File: src/rtl/march_bist.sv
module march_bist #(
  parameter int ADDR_W = 4,
  parameter int DATA_W = 4
) (
  input  logic              clk,
  input  logic              rst_n,
  input  logic              start,
  input  logic [ADDR_W-1:0] func_addr,
  input  logic [DATA_W-1:0] func_wdata,
  input  logic              func_we,
  output logic [DATA_W-1:0] func_rdata,
  output logic [ADDR_W-1:0] mem_addr,
  output logic [DATA_W-1:0] mem_wdata,
  output logic              mem_we,
  input  logic [DATA_W-1:0] mem_rdata,
  output logic              done,
  output logic              fail
);

  localparam logic [ADDR_W-1:0] ATOP = {ADDR_W{1'b1}};
  localparam logic [ADDR_W-1:0] AONE = ADDR_W'(1);
  localparam logic [2:0] ELAST = 3'd7;

  typedef enum logic [1:0] {S_IDLE, S_RUN, S_DRAIN, S_FIN} state_t;

  state_t            state;
  logic [2:0]        elem;
  logic [1:0]        step;
  logic [ADDR_W-1:0] addr;
  logic              rd_pend;
  logic [DATA_W-1:0] exp_q;
  logic              fail_q;

  logic              op_wr, op_last;
  logic [2:0]        op_pat;
  logic [2:0]        elem_nx;

  function automatic logic [DATA_W-1:0] pattern(input logic [2:0] code);
    logic [DATA_W-1:0] p;
    for (int i = 0; i < DATA_W; i++) begin
      case (code)
        3'd0:    p[i] = 1'b0;
        3'd1:    p[i] = 1'b1;
        3'd2:    p[i] = (i % 2) == 0;
        3'd3:    p[i] = (i % 2) == 1;
        3'd4:    p[i] = (i % 4) < 2;
        default: p[i] = (i % 4) >= 2;
      endcase
    end
    return p;
  endfunction

  function automatic logic is_down(input logic [2:0] e);
    return (e == 3'd3) || (e == 3'd4);
  endfunction

  always_comb begin
    op_wr   = 1'b0;
    op_pat  = 3'd0;
    op_last = 1'b0;
    case (elem)
      3'd0: begin op_wr = 1'b1; op_last = 1'b1; end
      3'd1, 3'd3: begin
        op_wr   = step[0];
        op_pat  = {2'b00, step[0]};
        op_last = step[0];
      end
      3'd2, 3'd4: begin
        op_wr   = step[0];
        op_pat  = {2'b00, ~step[0]};
        op_last = step[0];
      end
      3'd5: op_last = 1'b1;
      3'd6: begin
        op_wr   = ~step[0];
        op_pat  = {2'b01, step[1]};
        op_last = &step;
      end
      default: begin
        op_wr   = ~step[0];
        op_pat  = {2'b10, step[1]};
        op_last = &step;
      end
    endcase
  end

  wire addr_end = is_down(elem) ? (addr == '0) : (addr == ATOP);
  wire in_test  = (state == S_RUN) || (state == S_DRAIN);
  assign elem_nx = elem + 3'd1;

  always_ff @(posedge clk or negedge rst_n) begin
    if (!rst_n) begin
      state   <= S_IDLE;
      elem    <= '0;
      step    <= '0;
      addr    <= '0;
      rd_pend <= 1'b0;
      exp_q   <= '0;
      fail_q  <= 1'b0;
    end else begin
      rd_pend <= (state == S_RUN) && !op_wr;
      exp_q   <= pattern(op_pat);
      if (state == S_IDLE && start)
        fail_q <= 1'b0;
      else if (rd_pend && (mem_rdata != exp_q))
        fail_q <= 1'b1;
      case (state)
        S_IDLE: if (start) begin
          state <= S_RUN;
          elem  <= '0;
          step  <= '0;
          addr  <= '0;
        end
        S_RUN: begin
          if (!op_last) begin
            step <= step + 2'd1;
          end else begin
            step <= '0;
            if (!addr_end)
              addr <= is_down(elem) ? addr - AONE : addr + AONE;
            else if (elem == ELAST)
              state <= S_DRAIN;
            else begin
              elem <= elem_nx;
              addr <= is_down(elem_nx) ? ATOP : '0;
            end
          end
        end
        S_DRAIN: state <= S_FIN;
        default: if (!start) state <= S_IDLE;
      endcase
    end
  end

  assign mem_addr   = in_test ? addr : func_addr;
  assign mem_wdata  = in_test ? pattern(op_pat) : func_wdata;
  assign mem_we     = in_test ? ((state == S_RUN) && op_wr) : func_we;
  assign func_rdata = mem_rdata;
  assign done       = (state == S_FIN);
  assign fail       = fail_q;

  a_r4_addr_held: assert property (@(posedge clk) disable iff (!rst_n)
    (state == S_RUN && step != 2'd0) |-> (mem_addr == $past(mem_addr)));

  a_r6_fail_from_read: assert property (@(posedge clk) disable iff (!rst_n)
    $rose(fail) |-> $past(rd_pend));

  a_r7_fail_sticky: assert property (@(posedge clk) disable iff (!rst_n)
    (fail && !(state == S_IDLE && start)) |=> fail);

  a_r7_fail_cleared: assert property (@(posedge clk) disable iff (!rst_n)
    (state == S_IDLE && start) |=> !fail);

  a_r8_done_held: assert property (@(posedge clk) disable iff (!rst_n)
    (done && start) |=> done);

  a_r8_done_after_drain: assert property (@(posedge clk) disable iff (!rst_n)
    $rose(done) |-> $past(state == S_DRAIN));

  a_r3_drain_no_write: assert property (@(posedge clk) disable iff (!rst_n)
    (state == S_DRAIN) |-> !mem_we);

endmodule

File: config.mk
export PLATFORM = sky130hd
export DESIGN_NAME = march_bist
export DESIGN_NICKNAME = d
export VERILOG_FILES = /design/src/rtl/march_bist.sv
export SDC_FILE = /design/constraint.sdc
export NUM_CORES = 1
export LEC_CHECK = 0
export ABC_AREA = 1
export CORE_MARGIN = 1
export CORE_UTILIZATION = 55
export CTS_CLUSTER_DIAMETER = 80
export CTS_CLUSTER_SIZE = 20
export DETAILED_ROUTE_END_ITERATION = 7
export DONT_BUFFER_PORTS = 1
export GPL_TIMING_DRIVEN = 0
export PLACE_DENSITY = 0.7
export SYNTH_ARGS = -nofsm -noshare
export SYNTH_HDL_FRONTEND = slang
export SYNTH_SLANG_ARGS = --single-unit
File: constraint.sdc
create_clock -name clk -period 2.15 [get_ports clk]
set_input_delay 0.3225 -clock clk [delete_from_list [all_inputs] [get_ports clk]]
set_output_delay 0.3225 -clock clk [all_outputs]
set_load 0.01 [all_outputs]
==> out/summary.txt, run 1 <==
Status: finished, final reports clean
Cts bufs inserted: 3
GRT Resource Usage Total: 22.7%
Port Buffers: 0
CTS Root Cell: clkbuf_4
Skew-Pair Late Insertion Delay: 0.31 ns
Drt initial violations: 22
Async S/R FF share, synth: 100%
Core area: 2570 um^2
Distinct cells, synth: 32
Area growth from synthesis to layout: 18.0%
CP peak stage delay: 0.47 ns
Area leader, netlist: dfrtp_1
Final Critical Period: 2.09 ns
Max-Slew Margin vs Limit: 48.2%
Clock buffer depth: 2
Vias in the first global route: 1093
Non-Filler Instances: 247
Top cell by count, worst path: nand2_2
Min-Delay Endpoint: fail
CP required: 1.83 ns
Final Cycle Share: 97.4%
RSZ-0062 raised after global routing: yes
Flop-to-flop setup slack: 0.15 ns
Yosys warns: 0
CP max stage cell: dfrtp_2
IO Pins: 31
Cell area power density: 1370 nW/um^2
Inserted Diodes: 0
Via/cell ratio: 5.40
Routed wire length: 3.30 mm
Die W: 54.9 um
Area contributors post-synth: dfrtp_1 (28%), nand2_1 (16%), ha_1 (13%), nand3_1 (5.2%), inv_1 (4.9%)
Leak Pwr: 0.909 nW
Worst Setup SP: elem[0]
Post-synth top cells: nand2_1 (66), inv_1 (20), dfrtp_1 (17)
Hold WC Path Type: in2reg
Grt met3 use: 5.00%
Post-synth top flop: dfrtp_1
Worst r2r path cells: 11
DRC: 0
Clock Pin Slew Worst Setup and Hold Paths: 0.11 ns
Critical path, cell by cell: ha_4 -> ha_4 -> inv_2 -> nand2_4 -> nand2_2 -> nand3_4 -> nand2_2 -> nand2_2 -> nand2_2 -> nand2_2 -> nand2_2
Met1 GRT Util: 28.6%
Most used routing layer: met2
Share of cells above drive strength 1: 36.4%
R2r startpoint: elem[0]
Fin nets: 251
H-tree depth: 1
Initial antenna violation count: 0
Routed vias: 1334
GR Util met2: 37.8%
Worst EP arrival: 1.77 ns
Wire per inst: 13.4 um
Pre-Repair DR Iteration Count: 4
CTS tree: yes
Hold depth: 2
Row count: 18
Worst-margin pin slew: 0.774 ns
Die area: 3010 um^2
Initial core utilization: 59.8%
Register area share after synthesis: 27.7%
Top-area cell type share of the netlist area: 27.7%
Hold Slack: 0.255 ns
Startpoint Class: flip-flop
Detailed Place HPWL: 2.42 mm
Peak fanout along the critical path: 4
Peak supply drop: 0.998 mV
Endpoint class of the critical path: output pin
Placed cell count: 237
Worst Skew: 0.00771 ns
Max cap viols: 0
Max Slew Vio Count: 0
Synth Register Bits: 17
Fin. Hold Viols: 0
Largest net degree at the start of global routing: 18
Worst reg2reg path endpoint: addr[2]
EDFF count, synth: 0
Final Wtd Congestion: 0.800
Sink Count: 17
Net Count, Synth: 240
Final ANT Viol Nets: 0
Min-delay src: start
Die H: 54.9 um
Final Setup Violations: 0
Post-Syn Instances: 207
Gr ovfl total: 0
Post-Syn Area per Cell: 7.42 um^2
First-pass GRT wire length: 4.68 mm
Cell Area, Synth: 1540 um^2
Critical path type: reg2out
Highest Clock Rate: 477 MHz
Most frequent cell after synthesis: nand2_1
==> placed cells by master, fill, tap and decap left out, drive strengths merged, types with 5 or more instances in the layout <==
cell type	synthesis	layout
nand2	77	77
inv	24	24
nand3	20	20
dfrtp	17	17
ha	16	16
buf	6	12
nor2	11	11
o21ai	11	11
clkbuf	2	5
a21oi	5	5
==> registers in the layout, summed over array words and instances, names as in the netlist <==
name / cells
exp_q: 4
addr: 4
fail: 1
rd_pend: 1
step: 2
elem: 3
state: 2
==> layout make-up <==
type	instances	area, um^2
multi-input cells	158	1110
fillers	204	754
flip-flops and latches	17	429
inverters	24	92.6
repair buffers	7	58.8
plain buffers	7	56.3
well taps	30	37.5
clock buffers	4	26.3
==> timing repair <==
action,4_1_cts,5_1_grt
gates resized for setup,15,36
pin swaps,4,13
buffers inserted,2,4
hold endpoints to repair,17,0
hold buffers,1,0
endpoints found under the setup margin,9,9
gates cloned,0,0
==> power by group <==
| part | total (W) | switching [W] | internal [W] |
|---|---|---|---|
| sequential | 0.000550 | 0.000120 | 0.000430 |
| clock | 0.000187 | 0.000115 | 0.0000724 |
| combinational | 0.00174 | 0.00108 | 0.000666 |
| total | 0.00248 | 0.00131 | 0.00117 |
==> worst max-delay path by stage <==
stage / cells past startpoint / to
floorplan: 10 / addr[3]
global placement: 10 / addr[3]
detailed placement: 10 / addr[3]
CTS: 11 / mem_wdata[0]
global route: 9 / mem_wdata[0]
finish: 11 / mem_wdata[2]
==> metrics by stage <==
| stage | util [%] | setup TNS, ns | area [um^2] | total power (W) | setup slack (ns) |
|---|---|---|---|---|---|
| finish | 70.6 | 0 | 1810 | 0.00248 | 0.0557 |
| global route | 70.6 | -0.0936 | 1810 | 0.00272 | -0.0417 |
| CTS | 64.8 | 0 | 1660 | 0.00220 | 0.00999 |
| detailed placement | 61.3 | 0 | 1570 | 0.00192 | 0.0931 |
| global placement | 61.3 | 0 | 1570 | 0.00187 | 0.105 |
| floorplan | - | 0 | 1540 | 0.00166 | 0.330 |
==> critical path: cells and delay by family (launching register included) <==
family                   cells  cell delay (ns)
buffers and inverters        1             0.06
adder cells (fa/ha/maj)      2             0.34
AND/OR/NAND/NOR              8             0.59
flip-flops                   1             0.47
==> logic make-up after synthesis <==
logic type | count (synthesis) | share of synthesized area (%)
fa+ha+maj | 17 | 14.3
xor+xnor | 5 | 2.85
buf+inv | 32 | 9.53
compound gates | 22 | 9.45
simple gates | 114 | 36.2
flops | 17 | 27.7
==> per-layer routing <==
metal	routed length [um]	up-vias	part of all wire [%]
li1	-	676	-
met1	1490	620	45
met2	1650	33	50
met3	134	5	4.1
met4	32	0	0.97
met5	0	-	0
Power figures use the tool's default switching activity.
==> run 2: changes to the inputs <==
--- a/config.mk
+++ b/config.mk
@@ -7,13 +7,13 @@
 export LEC_CHECK = 0
 export ABC_AREA = 1
 export CORE_MARGIN = 1
-export CORE_UTILIZATION = 55
+export CORE_UTILIZATION = 63
 export CTS_CLUSTER_DIAMETER = 80
 export CTS_CLUSTER_SIZE = 20
 export DETAILED_ROUTE_END_ITERATION = 7
 export DONT_BUFFER_PORTS = 1
 export GPL_TIMING_DRIVEN = 0
-export PLACE_DENSITY = 0.7
+export PLACE_DENSITY = 0.79
 export SYNTH_ARGS = -nofsm -noshare
 export SYNTH_HDL_FRONTEND = slang
 export SYNTH_SLANG_ARGS = --single-unit
==> constraint.sdc (replaced) <==
create_clock -name clk -period 2.2 [get_ports clk]
set_input_delay 0.33 -clock clk [delete_from_list [all_inputs] [get_ports clk]]
set_output_delay 0.33 -clock clk [all_outputs]
set_load 0.01 [all_outputs]
==> run 2 against run 1 <==
Critical path depth decreased by 4. Clock power decreased by 5%. Count of clock-buffer cells in the layout unchanged. Critical path type unchanged.
==> out/summary.txt, run 2 (synthesized netlist as in run 1, its figures left out) <==
Status: finished, final reports clean
DRC: 0
Hold Slack: 0.297 ns
Non-Filler Instances: 248
Vias in the first global route: 1285
Largest net degree at the start of global routing: 18
CP required: 1.87 ns
Peak supply drop: 0.891 mV
Gr ovfl total: 0
Fin nets: 254
Sink Count: 17
RSZ-0062 raised after global routing: yes
Drt initial violations: 39
Commonest non-fill, non-tap cell in the layout: nand2_1
Worst EP arrival: 1.82 ns
Die H: 51.4 um
Die W: 51.4 um
Detailed Place HPWL: 2.42 mm
Skew-Pair Late Insertion Delay: 0.30 ns
Via/cell ratio: 5.48
Clock buffer depth: 2
Clock Pin Slew Worst Setup and Hold Paths: 0.11 ns
Final Cycle Share: 97.7%
Placed cell count: 235
Inserted Diodes: 0
Max Slew Vio Count: 0
First-pass GRT wire length: 5.19 mm
Cts bufs inserted: 3
Worst-margin pin slew: 0.782 ns
Startpoint Class: flip-flop
Peak fanout along the critical path: 5
Row count: 17
Final Setup Violations: 0
Setup WS pre-CTS: 0.0855 ns
Worst Skew: 0.00128 ns
CTS tree: yes
Commonest non-fill, non-tap cells in the layout: nand2_1 (58), inv_1 (16), nand2_2 (15), nand3_1 (15), dfrtp_1 (14)
Max cap viols: 0
Highest Clock Rate: 465 MHz
Port Buffers: 0
Endpoint class of the critical path: output pin
Core area: 2250 um^2
Cell area power density: 1310 nW/um^2
Share of cells above drive strength 1: 30.9%
Fin. Hold Viols: 0
PnR worst setup slack: 0.0510 ns
Area growth from synthesis to layout: 13.8%
Hold depth: 2
H-tree depth: 1
Max-Slew Margin vs Limit: 47.7%
IO Pins: 31
Pre-Repair DR Iteration Count: 4
Largest regs: addr: 4 flops, exp_q: 4 flops, elem: 3 flops
GRT Resource Usage Total: 26.5%
Critical path type: reg2out
Final ANT Viol Nets: 0
Final Wtd Congestion: 0.891
Initial core utilization: 68.1%
Die area: 2640 um^2
Wire per inst: 13.5 um
Initial antenna violation count: 0
Leak Pwr: 0.909 nW
Worst r2r path cells: 11
Hold WC Path Type: in2reg
CTS Root Cell: clkbuf_4
Final Critical Period: 2.15 ns
Routed wire length: 3.35 mm
Routed vias: 1359
-- run 2: cell types whose count changed in the layout (fill, tap and decap cells not counted), moves of 2 or more --
cell     delta
o21ai_1     +4
ha_4        -2
o21ai_2     -4
nand2_2     -6
nand2_1     +7
buf_4       +3
-- run 2: metal layers --
layer  vias to the layer above  global-route usage [%]  wire length [um]  share of wire (%)
li1                        685                       -                 -                  -
met1                       617                    30.0              1490                 45
met2                        51                    48.7              1630                 49
met3                         6                    4.17               175                5.2
met4                         0                    10.8                49                1.5
met5                         -                       0                 0                  0
-- run 2: worst paths after layout --
| kind | to | start | slack (ns) |
|---|---|---|---|
| max | mem_wdata[1] | elem[1] | 0.05 |
| min | fail | start | 0.30 |
| max reg2reg | addr[3] | elem[1] | 0.21 |
| min reg2reg | addr[3] | addr[3] | 0.55 |
| max in group asynchronous | elem[0] | rst_n | 1.12 |
| min in group asynchronous | state[1] | rst_n | 0.54 |
-- run 2: cell type report --
class	instances	area, um^2
Timing Repair Buffer	10	81.3
Tap cell	28	35.0
Inverter	24	90.1
Buffer	7	53.8
Multi-Input combinational cell	158	1030
Sequential cell	17	429
Fill cell	165	505
Clock buffer	4	26.3
-- run 2: worst max-delay path, cell delays in order (launching register included) --
cell and delay, ns:
dfrtp_2 0.48, ha_4 0.19, ha_2 0.18, inv_2 0.05, nand2_2 0.06, nor2_2 0.12, nand4_1 0.15, a31oi_1 0.29
-- run 2: power by group --
group          switching, W  internal [W]  total [W]
sequential         0.000118      0.000420   0.000539
clock              0.000108     0.0000707   0.000178
combinational      0.000989      0.000589    0.00158
total               0.00121       0.00108    0.00229
-- run 2: per-stage QoR --
stage	power, W	TNS, ns	util (%)	area (um^2)
floorplan	0.00162	0	-	1540
global placement	0.00182	0	69.7	1570
detailed placement	0.00188	0	69.7	1570
CTS	0.00213	0	73.0	1650
global route	0.00251	-0.175	77.6	1750
finish	0.00229	0	77.6	1750
-- run 2: what timing repair did --
| item | in CTS | in global routing |
|---|---|---|
| endpoints found under the setup margin | 9 | 9 |
| endpoints found under the hold margin | 17 | 0 |
| gates resized for setup | 3 | 26 |
| buffers inserted | 5 | 4 |
| pin swaps | 0 | 7 |
| hold buffers | 1 | 0 |
